$ cat src/rtl/bmdma_pkg.sv
package bmdma_pkg;
    // status register bit positions
    localparam int STS_ACT_BIT = 0;
    localparam int STS_ERR_BIT = 1;
    localparam int STS_IRQ_BIT = 2;
    // command register bit positions
    localparam int CMD_RUN_BIT = 0;
    localparam int CMD_DIR_BIT = 3;
    // width of the access-size code
    localparam int SIZE_W = 2;

    // number of bytes covered by an access-size code, capped at lanes
    function automatic int lane_count(input logic [SIZE_W-1:0] sz, input int lanes);
        int n;
        n = 1 << sz;
        if (n > lanes) n = lanes;
        return n;
    endfunction
endpackage

$ cat src/rtl/bmdma_ptr_reg.sv
module bmdma_ptr_reg
    import bmdma_pkg::*;
#(
    parameter int PTR_W = 32,
    localparam int LANES = PTR_W / 8,
    localparam int OFF_W = (LANES > 1) ? $clog2(LANES) : 1
) (
    input  logic              clk,
    input  logic              rst_n,
    input  logic              wr_en,
    input  logic [OFF_W-1:0]  wr_offset,
    input  logic [SIZE_W-1:0] wr_size,
    input  logic [PTR_W-1:0]  wdata,
    input  logic [OFF_W-1:0]  rd_offset,
    input  logic [SIZE_W-1:0] rd_size,
    output logic [PTR_W-1:0]  base,
    output logic [PTR_W-1:0]  rdata
);
    typedef struct packed {
        logic [PTR_W-1:0] base;
    } ptr_state_t;

    ptr_state_t       state_q, state_d;
    logic [LANES-1:0] wr_lane_hit;
    logic [LANES-1:0] rd_lane_keep;
    logic [PTR_W-1:0] wr_shifted;
    logic [PTR_W-1:0] rd_shifted;
    int               wr_bytes;
    int               rd_bytes;

    assign wr_bytes   = lane_count(wr_size, LANES);
    assign rd_bytes   = lane_count(rd_size, LANES);
    assign wr_shifted = wdata << (8 * int'(wr_offset));
    assign rd_shifted = state_q.base >> (8 * int'(rd_offset));

    // per-lane select for the write merge and the read mask
    for (genvar i = 0; i < LANES; i++) begin : g_lane
        assign wr_lane_hit[i]  = (i >= int'(wr_offset)) && (i < int'(wr_offset) + wr_bytes);
        assign rd_lane_keep[i] = (i < rd_bytes);
        assign rdata[8*i +: 8] = rd_lane_keep[i] ? rd_shifted[8*i +: 8] : 8'h00;
    end

    always_comb begin
        state_d = state_q;
        if (wr_en) begin
            for (int i = 0; i < LANES; i++) begin
                if (wr_lane_hit[i]) state_d.base[8*i +: 8] = wr_shifted[8*i +: 8];
            end
        end
        // dword alignment of the table is enforced here
        state_d.base[1:0] = 2'b00;
    end

    always_ff @(posedge clk or negedge rst_n) begin
        if (!rst_n) state_q <= '0;
        else        state_q <= state_d;
    end

    assign base = state_q.base;
endmodule

$ cat src/rtl/bmdma_ctrl.sv
module bmdma_ctrl
    import bmdma_pkg::*;
#(
    parameter int PTR_W      = 32,
    parameter int DESC_BYTES = 8
) (
    input  logic             clk,
    input  logic             rst_n,
    input  logic             cmd_wr_en,
    input  logic [7:0]       cmd_wdata,
    input  logic             sts_wr_en,
    input  logic [7:0]       sts_wdata,
    input  logic             dev_irq,
    input  logic             walker_done,
    input  logic             walker_more,
    input  logic             walker_err,
    input  logic             walk_step,
    input  logic [PTR_W-1:0] base,
    output logic [7:0]       cmd_rdata,
    output logic [7:0]       sts_rdata,
    output logic             host_irq,
    output logic             start_pulse,
    output logic             xfer_dir,
    output logic             chan_active,
    output logic [PTR_W-1:0] work_ptr
);
    localparam logic [PTR_W-1:0] STRIDE = PTR_W'(DESC_BYTES);

    typedef struct packed {
        logic             run;
        logic             dir;
        logic             active;
        logic             err;
        logic             irq;
        logic             host_irq;
        logic             pulse;
        logic [PTR_W-1:0] work;
    } ctrl_state_t;

    ctrl_state_t state_q, state_d;
    logic        new_run;
    logic        run_flip;
    logic        irq_rise;
    logic        unused_wbits;

    assign new_run      = cmd_wdata[CMD_RUN_BIT];
    assign run_flip     = cmd_wr_en && (new_run != state_q.run);
    assign irq_rise     = dev_irq && !state_q.host_irq;
    assign unused_wbits = ^{cmd_wdata[7:4], cmd_wdata[2:1], sts_wdata[7:3], sts_wdata[0]};

    always_comb begin
        state_d          = state_q;
        state_d.pulse    = 1'b0;
        state_d.host_irq = dev_irq;

        if (walk_step) state_d.work = state_q.work + STRIDE;

        // write-one-to-clear first, so a same-cycle set wins
        if (sts_wr_en) begin
            if (sts_wdata[STS_ERR_BIT]) state_d.err = 1'b0;
            if (sts_wdata[STS_IRQ_BIT]) state_d.irq = 1'b0;
        end
        if (walker_err) state_d.err = 1'b1;
        if (irq_rise)   state_d.irq = 1'b1;

        if (walker_done) state_d.active = walker_more;

        if (cmd_wr_en) begin
            state_d.run = new_run;
            state_d.dir = cmd_wdata[CMD_DIR_BIT];
        end
        if (run_flip) begin
            if (!new_run) begin
                state_d.active = 1'b0;
            end else begin
                state_d.work = base;
                if (!state_q.active) begin
                    state_d.active = 1'b1;
                    state_d.pulse  = 1'b1;
                end
            end
        end
    end

    always_ff @(posedge clk or negedge rst_n) begin
        if (!rst_n) state_q <= '0;
        else        state_q <= state_d;
    end

    always_comb begin
        cmd_rdata              = 8'h00;
        cmd_rdata[CMD_RUN_BIT] = state_q.run;
        cmd_rdata[CMD_DIR_BIT] = state_q.dir;
        sts_rdata              = 8'h00;
        sts_rdata[STS_ACT_BIT] = state_q.active;
        sts_rdata[STS_ERR_BIT] = state_q.err;
        sts_rdata[STS_IRQ_BIT] = state_q.irq;
    end

    assign host_irq    = state_q.host_irq;
    assign start_pulse = state_q.pulse;
    assign xfer_dir    = state_q.dir;
    assign chan_active = state_q.active;
    assign work_ptr    = state_q.work;
endmodule

$ cat src/rtl/bmdma_regfile.sv
module bmdma_regfile
    import bmdma_pkg::*;
#(
    parameter int PTR_W      = 32,
    parameter int DESC_BYTES = 8,
    localparam int OFF_W     = (PTR_W / 8 > 1) ? $clog2(PTR_W / 8) : 1
) (
    input  logic              clk,
    input  logic              rst_n,
    input  logic              cmd_wr_en,
    input  logic [7:0]        cmd_wdata,
    output logic [7:0]        cmd_rdata,
    input  logic              sts_wr_en,
    input  logic [7:0]        sts_wdata,
    output logic [7:0]        sts_rdata,
    input  logic              ptr_wr_en,
    input  logic [OFF_W-1:0]  ptr_wr_offset,
    input  logic [SIZE_W-1:0] ptr_wr_size,
    input  logic [PTR_W-1:0]  ptr_wdata,
    input  logic [OFF_W-1:0]  ptr_rd_offset,
    input  logic [SIZE_W-1:0] ptr_rd_size,
    output logic [PTR_W-1:0]  ptr_rdata,
    input  logic              dev_irq,
    output logic              host_irq,
    input  logic              walker_done,
    input  logic              walker_more,
    input  logic              walker_err,
    input  logic              walk_step,
    output logic [PTR_W-1:0]  tbl_base,
    output logic [PTR_W-1:0]  work_ptr,
    output logic              start_pulse,
    output logic              xfer_dir,
    output logic              chan_active
);
    bmdma_ptr_reg #(.PTR_W(PTR_W)) u_ptr (
        .clk       (clk),
        .rst_n     (rst_n),
        .wr_en     (ptr_wr_en),
        .wr_offset (ptr_wr_offset),
        .wr_size   (ptr_wr_size),
        .wdata     (ptr_wdata),
        .rd_offset (ptr_rd_offset),
        .rd_size   (ptr_rd_size),
        .base      (tbl_base),
        .rdata     (ptr_rdata)
    );

    bmdma_ctrl #(.PTR_W(PTR_W), .DESC_BYTES(DESC_BYTES)) u_ctrl (
        .clk         (clk),
        .rst_n       (rst_n),
        .cmd_wr_en   (cmd_wr_en),
        .cmd_wdata   (cmd_wdata),
        .sts_wr_en   (sts_wr_en),
        .sts_wdata   (sts_wdata),
        .dev_irq     (dev_irq),
        .walker_done (walker_done),
        .walker_more (walker_more),
        .walker_err  (walker_err),
        .walk_step   (walk_step),
        .base        (tbl_base),
        .cmd_rdata   (cmd_rdata),
        .sts_rdata   (sts_rdata),
        .host_irq    (host_irq),
        .start_pulse (start_pulse),
        .xfer_dir    (xfer_dir),
        .chan_active (chan_active),
        .work_ptr    (work_ptr)
    );
endmodule

$ cat config.mk
export PLATFORM = sky130hd
export DESIGN_NAME = bmdma_regfile
export DESIGN_NICKNAME = d
export VERILOG_FILES = /design/src/rtl/bmdma_pkg.sv /design/src/rtl/bmdma_ptr_reg.sv /design/src/rtl/bmdma_ctrl.sv /design/src/rtl/bmdma_regfile.sv
export SDC_FILE = /design/constraint.sdc
export NUM_CORES = 1
export LEC_CHECK = 0
export BUFFER_PORTS_ARGS = -buffer_cell sky130_fd_sc_hd__buf_2
export CAP_MARGIN = 20
export CORE_ASPECT_RATIO = 1.2
export CORE_MARGIN = 8
export CORE_UTILIZATION = 50
export CTS_BUF_LIST = sky130_fd_sc_hd__clkbuf_8
export DETAILED_ROUTE_END_ITERATION = 8
export GPL_ROUTABILITY_DRIVEN = 0
export PLACE_DENSITY = 0.84
export SETUP_SLACK_MARGIN = 0.3
export SYNTH_ARGS = -nofsm -noshare
export SYNTH_HDL_FRONTEND = slang
export SYNTH_SLANG_ARGS = --single-unit
export TNS_END_PERCENT = 5
$ cat constraint.sdc
create_clock -name clk -period 2.11 [get_ports clk]
set_input_delay 0.1055 -clock clk [delete_from_list [all_inputs] [get_ports clk]]
set_output_delay 0.1055 -clock clk [all_outputs]
set_load 0.05 [all_outputs]
* Yosys cells after proc, flatten, opt, wreduce, memory -nomap -nowiden
Cells that the tools add are included.
Operators by class: multiplexer cells 19, reductions and logical operators 16, magnitude comparators 13, equal/unequal tests 1, add/sub/neg operators 2, shifts and indexed selects 4
Operator list (count):
- $lt 3x32->1 const A | 4
- $mux 32 | 3
- $mux 33 | 2
- $gt 32x4->1 const B | 2
- $lt 1x32->1 const A | 2
- $lt 2x32->1 const A | 2
- $shl 1x2->32 const A | 2
- $add 3x32->32 | 1
- $add 32x4->32 const B | 1
- $mux 8 | 4
- $shl 32x5->32 | 1
- $shr 32x5->32 | 1
- $reduce_and 2->1 | 6
- $mux 1 | 9
- $reduce_bool 2->1 | 4
- $logic_and 1x1->1 | 5
- $ge 1x2->1 const A | 2
- $ge 2x2->1 const A | 1
- $mux 2 | 1
- $logic_not 1->1 | 1
- $ne 1x1->1 | 1
Storage, ports and cells: output and inout bits 116, register bits 69

* Logic depth before layout (Yosys ltp)
Gate-level depths: netlist of the first run.
depth after elaboration 7, mapped depth 10, depth with buffers taken out 9

* Modules after synthesis
Synthesis of the first run repeated with hierarchy kept, for this count alone.
Unflattened totals: cell total of the unflattened synthesis 476, area, all modules 4398.0 um2
By module, submodules not included:
- bmdma_ptr_reg | cells an instance 252, area an instance 2268.4 um2, instances 1
- bmdma_ctrl | cells an instance 224, area an instance 2129.5 um2, instances 1

* Worst setup path after synthesis of the first run
OpenSTA, ideal clock, no wires.
path kind register -> register, start register u_ctrl.state_q (netlist bit u_ctrl.work_ptr[12]), end register u_ctrl.state_q (netlist bit u_ctrl.work_ptr[29]), arrival time 2074 ps, path buffers 1, path slack -96 ps, cell stages (with the launch flop) 7, clock period less this slack 2206 ps, cells stage by stage dfrtp_1 nand4_2 or4_4 buf_6 nor4_4 xnor2_1 a21oi_1
RTL lines:
- from (decl) | line bmdma_ctrl.sv:40 | ctrl_state_t state_q, state_d;
- from (signal assigned) | line bmdma_ctrl.sv:87 | else state_q <= state_d;

==> flow_results.org, run 1 <==
** Outcome
- Result of the run :: finished, final reports clean

** Layout
- Of the cells placed in the final design, the portion with a size suffix greater than 1 is 38.1%.
- Final net count :: 708
- Cells fill 67.3% of the core in the end.
- Number of fill cells :: 642
- Layout overhead on the synthesized area :: 30.5%
- 0 antenna diodes ended up in the layout.

** Clock network
- Number of buffers on the longest clock path :: 2
- Clock tree from TritonCTS :: built
- The clock reaches the later pin of the worst-skew pair after 0.34 ns.
- The cell sitting at the root of the clock tree is a clkbuf_8.
- Clock tree synthesis inserted a total of 9 buffers.
- H-Tree Depth :: 3
- Clock-pin slew was measured on the worst setup and hold paths at around 0.070 ns.
- The tree built by TritonCTS fans out to 67 sinks.

** Setup path
- The kind of cell with the highest combined delay along the critical path is simple AND/OR/NAND/NOR gates.
- FF-to-FF path depth :: 6
- STA classifies the critical path endpoint as a flip-flop.
- Traced cell by cell, the critical path runs through nand4_4, or4_4, buf_8, nor3b_2, xnor2_1, o21ai_1.
- The critical path runs through a total of 6 cells.
- Setup crit start kind :: flip-flop
- CP Data Arrival Time :: 2.11 ns
- Largest stage delay on the critical path :: 0.61 ns
- Worst EP required :: ~2.3 ns
- CP max FO :: 7
- Buf+Inv Stages, Crit Path :: 1
- The critical path is of the reg2reg type.
- Critical-path cell with the highest stage delay :: or4_4

** Yosys
- After synthesis, the share of flip-flops with an asynchronous set or reset is 100%.
- Fraction of the yosys area taken by sequential cells :: between 30% and 40%
- Post-Synthesis Cells :: 475
- Mean area per synthesized cell :: 8.85 µm²
- Synth warn :: 0
- Number of different library cells in the post-synthesis netlist :: 40
- Number of enable-type register cells in the synthesized netlist :: 0
- The cell area that synthesis handed to floorplanning was 4200 µm².
- Total of flip-flops plus latches after synthesis :: 67
- Primary FF master, synth :: dfrtp_1

** STA
- The worst path uses between 90% and 100% of the clock period.
- Worst slew pin tran :: 0.702 ns
- Summed over all failing endpoints, the final setup total negative slack is 0 ns.
- Clock skew on the completed layout was measured at 0.0104 ns.
- Final worst path period need :: 1.90 ns
- Hold Vio Cnt, Final :: 0
- In the post-route analysis, the smallest setup slack over all paths is 0.209 ns.
- Finish-stage setup viols :: 0
- In this run the tightest slew margin relative to its limit is 53.2%.
- Max Transition Viols Final :: 0
- RSZ-0062 raised after global routing :: yes
- Derived from the worst setup path, the maximum achievable clock frequency is 0.526 GHz.

** Min path
- In this run the worst hold path is classified as in2reg.
- The worst hold path was traced through 2 stages.

** Routing
- After detailed routing, the number of remaining DRC violations is 0.
- Total met3 wirelength after detailed routing :: between 1000 and 1500 µm
- In the final routed layout, each cell accounts on average for 18.8 µm.
- Number of detailed-routing iterations run before antenna repair :: 5
- The routed layout has approximately 4200 vias.
- Signal routing reaches up to met4.
- The routed design uses approximately 7000 µm of met2 wire.
- Once detail routing completed, the nets flagged for antenna violations numbered 0.
- Iter 0 DRT Violations :: approximately 230
- Using the TritonRoute via totals, the vias-per-cell ratio works out to ~5.5.
- Routed metal-1 wire length :: 5700 µm
- Post-detailed-routing wire length :: 14200 µm

** Pwr
- IR analysis of the VDD net gives a maximum drop of approximately 0.54 mV.
- Reported leakage power :: around 2.7 nW
- Design Power :: approximately 6 mW
- Cell area power density :: 1070 nW/µm²

** Floorplan
- Die boundary width :: approximately 100 µm
- The floorplan has 36 rows.
- The die covers 11600 µm².
- Io pins :: 182
- The floorplan step set the die height to 116 µm.
- Initial cell density of the core :: 51.6%
- Core region area :: 8150 µm²

** Place
- The count of buffers added on input and output ports is 154.
- OpenSTA, run right after detailed placement, puts the worst setup slack at between 0.06 and 0.07 ns.
- Once detailed placement completed, the half-perimeter wirelength came to 10600 µm.

** Job
- Max-cap violations in this run came to 0.

** GRT
- Number of global-route vias before repair :: 4216
- Global routing used about a quarter of the available tracks across all layers.
- Antenna violations before repair :: 0
- For this run the aggregate overflow at the end of global routing stands at 0.
- Wire length of the first global-routing pass :: roughly 22000 µm
- Entering global routing, the biggest net connects 68 pins.
[cell type report]
cell class	count	area, µm²	area share (%)
well taps	114	143	2.60
clock buffers	10	138	2.51
multi-input cells	372	2460	44.8
flip-flops and latches	67	1700	30.9
inverters	8	30.0	0.547
clock inverters	6	26.3	0.479
repair buffers	180	996	18.2
[sequential cells by signal, summed over array words and instances (netlist names)]
register / cells
u_ctrl.xfer_dir: 1
u_ctrl.start_pulse: 1
u_ctrl.sts_rdata: 2
u_ctrl.host_irq: 1
u_ctrl.chan_active: 1
u_ctrl.cmd_rdata: 1
u_ctrl.work_ptr: 30
u_ptr.base: 30
[layer usage]
layer	vias up	track usage [%]
li1	1936	-
met3	38	5.55
met2	242	40.2
met1	1969	28.3
met5	-	0
met4	0	12.6
[worst reg2reg max path, stage by stage, from the launching register on]
cell and delay (ns):
dfrtp_2 0.44, nand4_4 0.13, or4_4 0.61, buf_8 0.20
nor3b_2 0.18, xnor2_1 0.14, o21ai_1 0.08
[kinds of logic (layout without fill, tap and decap cells)]
logic type               after synthesis  after routing  synth area share (%)
AND/OR/NAND/NOR                      177            177                  21.4
AO/OA/AOI/OAI                         99             99                  13.1
flip-flops                            67             67                  39.9
buffers and inverters                 50            204                  6.16
multiplexers                          49             49                  12.2
XOR/XNOR                              28             28                  5.84
adder cells (fa/ha/maj)                4              4                  1.37
other                                  1             15                0.0892
[metrics by stage]
stage | cell area, µm² | hold WS [ns] | cells
4_1_cts | 5410 | 0.00751 | 750
5_1_grt | 5490 | 0.0534 | 757
6_report | 5490 | 0.0124 | 757
2_1_floorplan | 4350 | -0.190 | 489
3_3_place_gp | 5100 | 0.150 | 724
3_5_place_dp | 5100 | 0.151 | 724
[layout by cell type (no fill, tap or decap), drive strengths merged, types with 2 or more instances in the layout]
| master | instances |
|---|---|
| inv | 11 |
| nor3 | 9 |
| nand4 | 5 |
| mux2i | 32 |
| xnor2 | 25 |
| mux2 | 17 |
| buf | 176 |
| nor2 | 52 |
| clkinv | 3 |
| nor3b | 2 |
| a31oi | 2 |
| nand3 | 10 |
| dlygate4sd3 | 4 |
| nand2 | 55 |
| and4 | 3 |
| conb | 15 |
| a21oi | 40 |
| clkbuf | 10 |
| xor2 | 3 |
| dfrtp | 67 |
| o21ai | 37 |
| a211oi | 14 |
| ha | 3 |
| nor2b | 21 |
| nor4 | 7 |
| a22o | 2 |
| and2 | 8 |
| nand2b | 2 |
[Yosys cell counts, types with 4 or more instances]
library cell   n  area [µm²]
a211oi_1      14         105
a21oi_1       40         200
and2_1         8        50.1
buf_1          6        22.5
buf_4         17         128
clkbuf_1      18        67.6
dfrtp_1       67        1680
inv_1          8        30.0
mux2_2        17         191
mux2i_1       32         320
nand2_1       55         206
nand3_1       10        50.1
nor2_1        52         195
nor2b_1       21         131
nor3_1         9        45.0
nor4_1         4        25.0
o21ai_0       31         155
o21ai_1        6        30.0
xnor2_1       25         219
[power breakdown]
part | internal [mW] | total [mW] | leakage [nW] | switching, mW
Sequential | 1.60 | 2.09 | 0.790 | 0.489
Combinational | 0.763 | 2.89 | 1.78 | 2.13
Clock | 0.439 | 0.908 | 0.0996 | 0.469
[timing repair]
| item | CTS | global route |
|---|---|---|
| setup buffers | 6 | 7 |
| resized for setup | 10 | 5 |
| hold endpoints to repair | 70 | 0 |
| pin swaps | 2 | 6 |
| endpoints found under the setup margin | 11 | 24 |
| hold buffers | 4 | 0 |
[final timing paths]
kind | start | endpoint | slack (ns)
setup / recovery | u_ctrl.work_ptr[12] | u_ctrl.work_ptr[23] | 0.21
max in group asynchronous | rst_n | u_ctrl.work_ptr[12] | 1.50
setup reg to reg | u_ctrl.work_ptr[12] | u_ctrl.work_ptr[23] | 0.21
hold reg to reg | u_ctrl.host_irq | u_ctrl.sts_rdata[2] | 0.46
hold / removal | cmd_wr_en | u_ctrl.cmd_rdata[0] | 0.01
min in group asynchronous | rst_n | u_ctrl.cmd_rdata[0] | 0.31
Note: power is estimated with default switching activity, not from simulation.
==> run 2: changes to the inputs <==
CAP_MARGIN = 40   (was 20)
PLACE_DENSITY = not set   (was 0.84)
PLACE_DENSITY_LB_ADDON = 0.15   (was not set)
clock period = 1.75 ns   (was 2.11 ns; I/O delays follow)
==> flow_results.org, run 2 (same netlist as run 1, synthesis figures left out) <==
** Place
- Cell count after placement :: 746 (was 724)
- The final HPWL from detailed placement came to 10500 µm (was 10600 µm).
- The number of buffers inserted by port buffering came to 154 (unchanged).

** Layout
- Layout overhead on the synthesized area :: 52.4% (was 30.5%)
- Fraction of final layout cells with drive strength greater than 1 :: 54.6% (was 38.1%)
- The count of nets after finishing was 728 (was 708).
- Most common cell after layout, fill and taps aside :: buf_2 (unchanged)
- The final cell utilization of the core came to 78.6% (was 67.3%).
- Filler-free cell count of the finished design :: 778 (was 757)
- Most frequent cells in the layout :: buf_2, nand2_1, dfrtp_2 (was buf_2, nand2_1, dfrtp_1)

** STA
- WHS :: 0.0115 ns (was 0.0124 ns)
- Finish-stage setup viols :: 4 (was 0)
- The clock skew after layout was 0.0118 ns (was 0.0104 ns).
- Worst path setup slack after routing :: -0.0439 ns (was 0.209 ns)
- RSZ-0062 raised after global routing: yes (unchanged).
- Final worst path period need :: 1.79 ns (was 1.90 ns)
- Worst slew pin tran :: 0.592 ns (was 0.702 ns)
- The setup total negative slack came to -0.0761 ns (was 0 ns).
- Max Transition Viols Final :: 0 (unchanged)
- The final hold violation count is 0 (unchanged).
- Maximum clock frequency :: 0.557 GHz (was 0.526 GHz)
- The max-slew headroom at the worst pin came to 60.6% (was 53.2%).
- The share of the cycle needed by the critical path after routing is 103% (was 90.1%).

** Setup path
- Buf+Inv Stages, Crit Path :: 1 (unchanged)
- Crit path kind :: reg2reg (unchanged)
- Critical path depth in cells :: 7 (was 6)
- The worst reg2reg path depth is 7 (was 6).
- Setup crit start kind :: flip-flop (unchanged)
- Largest stage delay on the critical path :: 0.42 ns (was 0.61 ns)
- CP Data Arrival Time :: 2.03 ns (was 2.11 ns)
- The slowest cell on the critical path is dfrtp_2 (was or4_4).
- Worst EP required :: 1.99 ns (was 2.32 ns)
- Critical-path cell list :: ha_4, and4_4, nand2_8, buf_12, nor4_4, xnor2_1, a21oi_1 (was nand4_4, or4_4, buf_8, nor3b_2, xnor2_1, o21ai_1)
- The capturing element type of the critical path was a flip-flop (unchanged).
- The largest fanout on the critical path came to 7 (unchanged).
- The gate family responsible for the most delay along the worst path was simple AND/OR/NAND/NOR gates (unchanged).

** Routing
- The ratio of routed vias to standard cells was 5.47 (was 5.53).
- The routed via count was 4258 (was 4185).
- ANT nets after route :: 0 (unchanged)
- Post-detailed-routing wire length :: 15300 µm (was 14200 µm)
- The count of routing violations after the opening detailed-route iteration was 278 (was 229).
- DRC Markers :: 0 (unchanged)
- The routed wirelength normalized by instance count was 19.7 µm (was 18.8 µm).
- The detailed-router iteration count before antenna repair is 7 (was 5).

** Clock network
- H-Tree Depth :: 3 (unchanged)
- The total clock sinks came to 67 (unchanged).
- The largest buffer count on any clock path was 2 (unchanged).
- The number of buffers added by the clock tree synthesis step came to 9 (unchanged).
- The clock tree from TritonCTS is built (unchanged).
- Root buffer cell :: clkbuf_8 (unchanged)
- The latest clock arrival within the worst-skew pair was 0.37 ns (was 0.34 ns).
- Clock-pin transition on the worst setup and hold timing paths :: 0.08 ns (was 0.07 ns)

** Floorplan
- Initial cell density of the core :: 51.6% (unchanged)
- The area inside the core boundary is 8150 µm² (unchanged).
- Placement row count :: 36 (unchanged)
- Area of the die :: 11600 µm² (unchanged)
- The die outline width came to 99.7 µm (unchanged).
- Io pins :: 182 (unchanged)
- Floorplan die height :: 116 µm (unchanged)

** GRT
- The largest net degree at the start of global routing came to 68 (unchanged).
- Overall overflow remaining after global route :: 0 (unchanged)
- The number of antenna violations at the first check in global routing is 1 (was 0).
- The global-route wire length before repair is 22200 µm (was 21900 µm).
- The number of global-route vias before repair came to 4156 (was 4216).
- All-layer global routing usage :: 24.7% (was 24.1%)

** Job
- Max cap viols :: 0 (unchanged)

** Outcome
- Result of the run: finished, violations left (was finished, final reports clean).
- Failing checks :: negative setup slack

** Pwr
- The worst IR drop on VDD is 1.07 mV (was 0.539 mV).
- The areal power density over the cells was 1260 nW/µm² (was 1070 nW/µm²).
- Reported leakage power :: 2.94 nW (was 2.67 nW)

** Min path
- The classification of the worst-slack hold path is in2reg (unchanged).
- Depth of the worst hold-timing path :: 4 (was 2)
## run 2: cell count changes in the layout (fill, tap and decap cells not counted), moves of 9 or more
cell	delta
o21ai_0	-9
dfrtp_1	-23
nor2_4	+13
a21oi_1	-15
buf_2	-27
dfrtp_2	+23
buf_4	+17
nor2_1	-21
a21oi_2	+14
buf_6	+22
## run 2: per-layer routing
| metal | global-route usage [%] | part of all wire [%] | up-vias |
|---|---|---|---|
| li1 | - | - | 1982 |
| met1 | 30.3 | 41 | 2025 |
| met2 | 39.6 | 49 | 221 |
| met3 | 6.80 | 7.4 | 30 |
| met4 | 11.1 | 3.1 | 0 |
| met5 | 0 | 0 | - |
## run 2: final timing paths
check | start | endpoint | slack (ns)
setup / recovery | u_ctrl.work_ptr[4] | u_ctrl.work_ptr[29] | -0.04
hold / removal | sts_wdata[2] | u_ctrl.sts_rdata[2] | 0.01
setup reg to reg | u_ctrl.work_ptr[4] | u_ctrl.work_ptr[29] | -0.04
hold reg to reg | u_ctrl.host_irq | u_ctrl.sts_rdata[2] | 0.46
max in group asynchronous | rst_n | u_ptr.base[28] | 1.15
min in group asynchronous | rst_n | u_ctrl.work_ptr[15] | 0.29
## run 2: layout make-up
type,count,area [µm²]
clock buffer,10,138
antenna,1,2.50
clock inverter,6,81.3
timing repair buffer,200,1360
fill,550,1750
sequential,67,1720
inverter,8,30.0
tap,114,143
multi-input combinational,372,2930
## run 2: worst reg2reg max path, stage by stage, from the launching register on
cell     delay [ns]
dfrtp_2        0.42
ha_4           0.15
and4_4         0.27
nand2_8        0.10
buf_12         0.17
nor4_4         0.30
xnor2_1        0.16
a21oi_1        0.09
## run 2: where the power goes
group          internal [mW]  switching, mW  total (mW)
clock network          0.831          0.625        1.46
logic                   1.28           2.79        4.07
registers               1.95          0.599        2.55
total                   4.06           4.02        8.08
## run 2: metrics by stage
step / setup slack (ns) / power [mW] / area (µm²)
final: -0.0439 / 8.08 / 6410
after global routing: -0.0728 / 8.38 / 6410
after CTS: -0.00600 / 7.73 / 5980
after detailed placement: -0.274 / 6.01 / 5310
after global placement: -0.162 / 5.96 / 5310
after floorplan: -0.167 / 4.90 / 4350
## run 2: timing repair
item                                    CTS  global route
hold buffers                              6             0
gates resized for setup                 109           103
endpoints found under the setup margin   74            66
endpoints found under the hold margin    73             0
setup buffers                             5             4
pin swaps                                38            57
